**src/rtl/cfg_stream_pkg.sv**
```systemverilog
package cfg_stream_pkg;
  // byte offsets decoded by the host software
  localparam int OFS_CTRL  = 'h0040;
  localparam int OFS_STAT  = 'h0044;
  localparam int OFS_SIZE  = 'h0048;
  localparam int OFS_OCC   = 'h004C;
  localparam int OFS_TOTAL = 'h0050;
  localparam int OFS_SENT  = 'h0054;
  localparam int OFS_PORT  = 'h3000;
  // control bits
  localparam int CTL_EN  = 0;
  localparam int CTL_RST = 1;
  localparam int CTL_DMA = 2;
  // status bits
  localparam int ST_OVF  = 1;
  localparam int ST_TERR = 2;
  localparam int ST_DONE = 18;

  typedef struct packed {
    logic dma;
    logic en;
  } ctrl_t;
endpackage

```
**src/rtl/cfg_fifo.sv**
```systemverilog
module cfg_fifo #(
  parameter int DW    = 32,
  parameter int DEPTH = 16,
  localparam int PW   = $clog2(DEPTH),
  localparam int OW   = PW + 1
) (
  input  logic          clk,
  input  logic          rst,
  input  logic          flush,
  input  logic          push,
  input  logic [DW-1:0] wdata,
  input  logic          pop,
  output logic [DW-1:0] rdata,
  output logic [OW-1:0] occ,
  output logic          full,
  output logic          empty
);
  // DEPTH is a power of two; pointers wrap on their own
  logic [DW-1:0] mem [DEPTH];
  logic [PW-1:0] wr_ptr, rd_ptr;

  assign full  = (occ == OW'(DEPTH));
  assign empty = (occ == '0);

  // storage without reset so it maps onto block RAM
  always_ff @(posedge clk) begin
    if (push) mem[wr_ptr] <= wdata;
    if (pop)  rdata <= mem[rd_ptr];
  end

  always_ff @(posedge clk) begin
    if (rst || flush) begin
      wr_ptr <= '0;
      rd_ptr <= '0;
      occ    <= '0;
    end else begin
      if (push) wr_ptr <= wr_ptr + 1'b1;
      if (pop)  rd_ptr <= rd_ptr + 1'b1;
      case ({push, pop})
        2'b10:   occ <= occ + 1'b1;
        2'b01:   occ <= occ - 1'b1;
        default: occ <= occ;
      endcase
    end
  end
endmodule

```
**src/rtl/cfg_drain.sv**
```systemverilog
module cfg_drain #(
  parameter int CNT_W = 32
) (
  input  logic             clk,
  input  logic             rst,
  input  logic             clr,
  input  logic             en,
  input  logic             halt,
  input  logic             fifo_empty,
  input  logic             tgt_ready,
  input  logic             tgt_done,
  input  logic [CNT_W-1:0] total,
  output logic             pop,
  output logic             tgt_valid,
  output logic [CNT_W-1:0] sent,
  output logic             done
);
  assign pop = en && !halt && !fifo_empty && tgt_ready;

  always_ff @(posedge clk) begin
    if (rst) begin
      tgt_valid <= 1'b0;
      sent      <= '0;
      done      <= 1'b0;
    end else begin
      tgt_valid <= pop;
      if (clr)
        sent <= '0;
      else if (pop)
        sent <= sent + CNT_W'(4);
      if (clr)
        done <= 1'b0;
      else if (en && tgt_done && (sent == total))
        done <= 1'b1;
    end
  end
endmodule

```
**src/rtl/cfg_stream_ctrl.sv**
```systemverilog
module cfg_stream_ctrl
  import cfg_stream_pkg::*;
#(
  parameter int FIFO_DEPTH = 16,
  parameter int BUS_AW     = 14
) (
  input  logic              clk,
  input  logic              rst,
  input  logic              bus_wr,
  input  logic              bus_rd,
  input  logic [BUS_AW-1:0] bus_addr,
  input  logic [31:0]       bus_wdata,
  output logic [31:0]       bus_rdata,
  output logic              dma_req,
  output logic              irq,
  input  logic              tgt_ready,
  input  logic              tgt_done,
  input  logic              tgt_err,
  output logic              tgt_valid,
  output logic [31:0]       tgt_data,
  output logic              tgt_reset
);
  localparam int OW   = $clog2(FIFO_DEPTH) + 1;
  localparam int HALF = FIFO_DEPTH / 2;

  ctrl_t       ctrl_q;
  logic        en_q;
  logic [31:0] total_q;
  logic        ovf_q, terr_q;
  logic [OW-1:0] occ;
  logic        full, empty, pop, done;
  logic [31:0] sent;

  // bus decode
  logic wr_ctl, wr_port, start, stop, pulse, push, drop;
  assign en_q    = ctrl_q.en;
  assign wr_ctl  = bus_wr && (bus_addr == BUS_AW'(OFS_CTRL));
  assign wr_port = bus_wr && (bus_addr == BUS_AW'(OFS_PORT));
  assign start   = wr_ctl && bus_wdata[CTL_EN] && !en_q;
  assign stop    = wr_ctl && !bus_wdata[CTL_EN];
  assign pulse   = wr_ctl && bus_wdata[CTL_RST];
  assign push    = wr_port && en_q && !full;
  assign drop    = wr_port && !push;

  cfg_fifo #(.DW(32), .DEPTH(FIFO_DEPTH)) u_fifo (
    .clk(clk), .rst(rst), .flush(stop), .push(push), .wdata(bus_wdata),
    .pop(pop), .rdata(tgt_data), .occ(occ), .full(full), .empty(empty)
  );

  cfg_drain #(.CNT_W(32)) u_drain (
    .clk(clk), .rst(rst), .clr(start || pulse), .en(en_q), .halt(terr_q),
    .fifo_empty(empty), .tgt_ready(tgt_ready), .tgt_done(tgt_done),
    .total(total_q), .pop(pop), .tgt_valid(tgt_valid), .sent(sent),
    .done(done)
  );

  // control, errors, interrupt, DMA pacing
  always_ff @(posedge clk) begin
    if (rst) begin
      ctrl_q    <= '0;
      total_q   <= '0;
      ovf_q     <= 1'b0;
      terr_q    <= 1'b0;
      irq       <= 1'b0;
      tgt_reset <= 1'b0;
      dma_req   <= 1'b0;
    end else begin
      if (wr_ctl) begin
        ctrl_q.en  <= bus_wdata[CTL_EN];
        ctrl_q.dma <= bus_wdata[CTL_DMA];
      end
      if (bus_wr && (bus_addr == BUS_AW'(OFS_TOTAL)))
        total_q <= bus_wdata;
      if (start)      ovf_q <= 1'b0;
      else if (drop)  ovf_q <= 1'b1;
      if (start)                  terr_q <= 1'b0;
      else if (en_q && tgt_err)   terr_q <= 1'b1;
      if (stop)
        irq <= 1'b0;
      else if (en_q && (done || ovf_q || terr_q))
        irq <= 1'b1;
      tgt_reset <= pulse;
      dma_req   <= en_q && ctrl_q.dma && (occ <= OW'(HALF));
    end
  end

  // registered read port
  logic [31:0] status;
  always_comb begin
    status          = '0;
    status[ST_OVF]  = ovf_q;
    status[ST_TERR] = terr_q;
    status[ST_DONE] = done;
  end

  always_ff @(posedge clk) begin
    if (rst) begin
      bus_rdata <= '0;
    end else if (bus_rd) begin
      case (bus_addr)
        BUS_AW'(OFS_CTRL):  bus_rdata <= {29'd0, ctrl_q.dma, 1'b0, ctrl_q.en};
        BUS_AW'(OFS_STAT):  bus_rdata <= status;
        BUS_AW'(OFS_SIZE):  bus_rdata <= 32'(FIFO_DEPTH * 4);
        BUS_AW'(OFS_OCC):   bus_rdata <= 32'(occ) << 2;
        BUS_AW'(OFS_TOTAL): bus_rdata <= total_q;
        BUS_AW'(OFS_SENT):  bus_rdata <= sent;
        default:            bus_rdata <= '0;
      endcase
    end
  end
endmodule


```
**config.mk**
```make
export PLATFORM = sky130hd
export DESIGN_NAME = cfg_stream_ctrl
export DESIGN_NICKNAME = d
export VERILOG_FILES = /design/src/rtl/cfg_stream_pkg.sv /design/src/rtl/cfg_fifo.sv /design/src/rtl/cfg_drain.sv /design/src/rtl/cfg_stream_ctrl.sv
export SDC_FILE = /design/constraint.sdc
export NUM_CORES = 1
export LEC_CHECK = 0
export ABC_CLOCK_PERIOD_IN_PS = 5000
export BUFFER_PORTS_ARGS = -buffer_cell sky130_fd_sc_hd__buf_2
export CAP_MARGIN = 40
export CORE_MARGIN = 2
export CORE_UTILIZATION = 50
export CTS_CLUSTER_DIAMETER = 120
export DETAILED_ROUTE_END_ITERATION = 12
export HOLD_SLACK_MARGIN = 0.1
export PLACE_DENSITY = 0.8
export SLEW_MARGIN = 20
export SYNTH_ARGS = -nofsm -noshare
export SYNTH_HDL_FRONTEND = slang
export SYNTH_SLANG_ARGS = --single-unit
```
**constraint.sdc**
```tcl
create_clock -name clk -period 5 [get_ports clk]
set_input_delay 0.75 -clock clk [delete_from_list [all_inputs] [get_ports clk]]
set_output_delay 0.75 -clock clk [all_outputs]
set_load 0.05 [all_outputs]
```
==> reports/results.tsv <==
stage	metric	value	unit
status	status	finished clean	
timing	finClkSkew	0.0239	ns
floorplanning	core	50400	um2
global_routing	grt.total_usage	0.230	
clocking	clkSinkCount	660	
final_layout	seqCellArea	18700	um2
critical_path	endpoint_kind	register	
timing	max_freq	297	MHz
detailed_routing	vias	13959	
detailed_routing	wl	59.8	mm
synthesis	yosysSeqAreaShare	0.729	
pwr	ir_drop	0.210	mV
synthesis	syn_area	25600	um2
pwr	p_clk_frac	0.443	
synthesis	avgSynthCellArea	18.1	um2
global_routing	antenna_found_initial	4	
timing	setup_tns	0	ns
synthesis	synth_edf_count	544	
final_layout	final_cell_mix	edfxtp_1 (544), mux4_2 (161), buf_2 (120)	
detailed_routing	dr.pass1.iters	7	
detailed_routing	drt-initial-drc-count	1647	
floorplanning	fp.dieH	230	um
synthesis	synthArstFlopShare	0	
pwr	p_seq_frac	0.545	
detailed_routing	antenna_left	0	
synthesis	yosys.area.top_type	edfxtp_1	
critical_path	critPathRequiredTime	5.52	ns
synthesis	synthesis.nets	1478	
timing	hold_ws	0.412	ns
floorplanning	initial_core_util	0.508	
placed_design	io_buffers	120	
synthesis	synthDistinctLibCells	56	
timing	slew_headroom	0.480	
global_routing	grt_pass1_wl	90.5	mm
clocking	post_cts_buffers	0	
detailed_routing	remaining_drc_errors	0	
pwr	internal-power	8.73	mW
clocking	root_buffer	clkbuf_16	
pwr	leakage	9.15	nW
final_layout	area_growth	14.8	%
synthesis	synth_area_leaders	edfxtp_1 (64%), mux4_2 (14%), dfxtp_1 (9.1%)	
pwr	p_comb_frac	0.012	
placed_design	dpl_worst_slack	1.13	ns
timing	finalCritPeriodShare	0.672	
pwr	pwr_density_cell	371	nW/um2
synthesis	synth_top_area_frac	0.638	
timing	setup_ws	1.64	ns
clocking	cts_buffers	66	
floorplanning	rows	82	
placed_design	routabilityCongestion	0.868	
placed_design	detailed_place_hpwl	35.6	mm
detailed_routing	wl_per_cell	26.2	um
timing	setup_violations	0	
pwr	switching_share	0.198	
timing	worst_pin_slew	0.769	ns
run	max_cap_viol_count	0	
final_layout	drive_gt1_frac	0.279	
synthesis	yosys_register_bits	660	
timing	period_needed	3.36	ns
critical_path	critPathKind	register to register	
clocking	cts_max_level	3	
clocking	cts_tree	yes	
pwr	switching_power	2.16	mW
clocking	insertion_delay	0.60	ns
hold_path	hold_path.class	input pin to register	
final_layout	multi_input_area	6640	um2
synthesis	ys.flop_type	edfxtp_1	
floorplanning	io_pins	121	
synthesis	yosys_warnings	0	
clocking	ctsHoldBuffers	0	
clocking	cts_resized	0	
timing	finalHoldViolations	0	
critical_path	worstPathArrival	3.88	ns
floorplanning	dieArea	53000	um2
global_routing	grt_max_degree	79	
critical_path	startpoint_type	register	
clocking	clockBufferDepth	3	
detailed_routing	via_per_inst	6.11	
critical_path	crit_path_max_fanout	9	
global_routing	grt-ovfl-total	0	
final_layout	nFillCells	3573	
timing	final_max_slew_viol_count	0	
synthesis	syn_inst	1416	
timing	grt_setup_unrepaired	false	
floorplanning	die-width	230	um
final_layout	nNetsFinal	1623	
global_routing	grt_pass1_vias	14017	
final_layout	layout_commonest_cell	edfxtp_1	
clocking	cts.clk_slew.worst_paths	0.06	ns
cell usage after synthesis, types with 4 or more instances:
| cell | number |
|---|---|
| nand2b_1 | 4 |
| xor2_1 | 9 |
| buf_2 | 21 |
| or3_1 | 4 |
| clkbuf_1 | 53 |
| nor2_1 | 78 |
| mux2i_1 | 8 |
| and4_1 | 4 |
| nor3_1 | 12 |
| buf_1 | 4 |
| edfxtp_1 | 544 |
| dfxtp_1 | 116 |
| xnor2_1 | 60 |
| a21oi_1 | 47 |
| ha_1 | 9 |
| nand3_1 | 10 |
| mux4_2 | 161 |
| nor4_1 | 17 |
| o21ai_0 | 35 |
| nand2_1 | 118 |
| a22oi_1 | 26 |
| nand4_1 | 14 |
| inv_1 | 13 |
sequential cells by signal, summed over array words and instances (netlist names):
register and flops:
u_fifo.rdata 32, tgt_reset 1, u_fifo.rd_ptr 4, ovf_q 1
u_fifo.occ 5, dma_req 1, u_drain.tgt_valid 1, en_q 1
total_q 32, bus_rdata 32, u_fifo.wr_ptr 4, ctrl_q 1
u_fifo.mem 512, irq 1, u_drain.done 1, terr_q 1
u_drain.sent 30
final timing paths:
| check | startpoint | to | slack, ns | cells past startpoint |
|---|---|---|---|---|
| setup / recovery | u_fifo.occ[0] | u_fifo.occ[4] | 1.64 | 13 |
| hold / removal | tgt_err | terr_q | 0.41 | 3 |
| setup reg to reg | u_fifo.occ[0] | u_fifo.occ[4] | 1.64 | 13 |
| hold reg to reg | bus_rdata[13] | bus_rdata[13] | 0.46 | 2 |
layout make-up:
cell class,instances,share of cell area
diodes,1,0.0000852
clock buffers,82,0.0600
clock inverters,36,0.0116
inverters,13,0.00166
multi-input cells,660,0.226
flip-flops and latches,660,0.635
well taps,672,0.0286
repair buffers,160,0.0367
worst max-delay path, stage by stage, from the launching register on:
cell and delay (ns):
dfxtp_1 0.38, or4_1 0.63, o21ai_1 0.34, nor4_4 0.08, buf_4 0.19, inv_1 0.09
ha_1 0.34, xor2_1 0.12, ha_1 0.21, a21oi_1 0.28, o22ai_1 0.13, a21oi_1 0.21
nor3_1 0.07, a211oi_1 0.20
metrics by stage:
stage	utilization	instances	power, mW	instance area [um2]
after floorplan	-	1416	6.08	25600
after global placement	0.537	2154	6.17	27100
after detailed placement	0.539	2160	6.18	27200
after CTS	0.581	2278	11.0	29300
after global routing	0.583	2283	11.2	29400
final	0.583	2284	10.9	29400
layer usage:
layer,GRT usage,routed length [um]
met5,0,12
met4,0.0748,1800
met1,0.329,24000
met2,0.359,28700
met3,0.0465,5310
power groups by stage:
stage	Combinational (mW)	Sequential (mW)	Clock [mW]
6_report	0.132	5.93	4.83
5_1_grt	0.141	5.93	5.10
4_1_cts	0.129	5.93	4.89
3_5_place_dp	0.128	6.05	0
3_3_place_gp	0.118	6.05	0
2_1_floorplan	0.0217	6.05	0
kinds of logic after synthesis:
| group | synth area share |
|---|---|
| flops | 0.729 |
| fa+ha+maj | 0.00440 |
| xor+xnor | 0.0236 |
| compound gates | 0.0295 |
| buf+inv | 0.0158 |
| mux | 0.146 |
| simple gates | 0.0517 |
No activity file was read; power rests on OpenSTA's default activity.
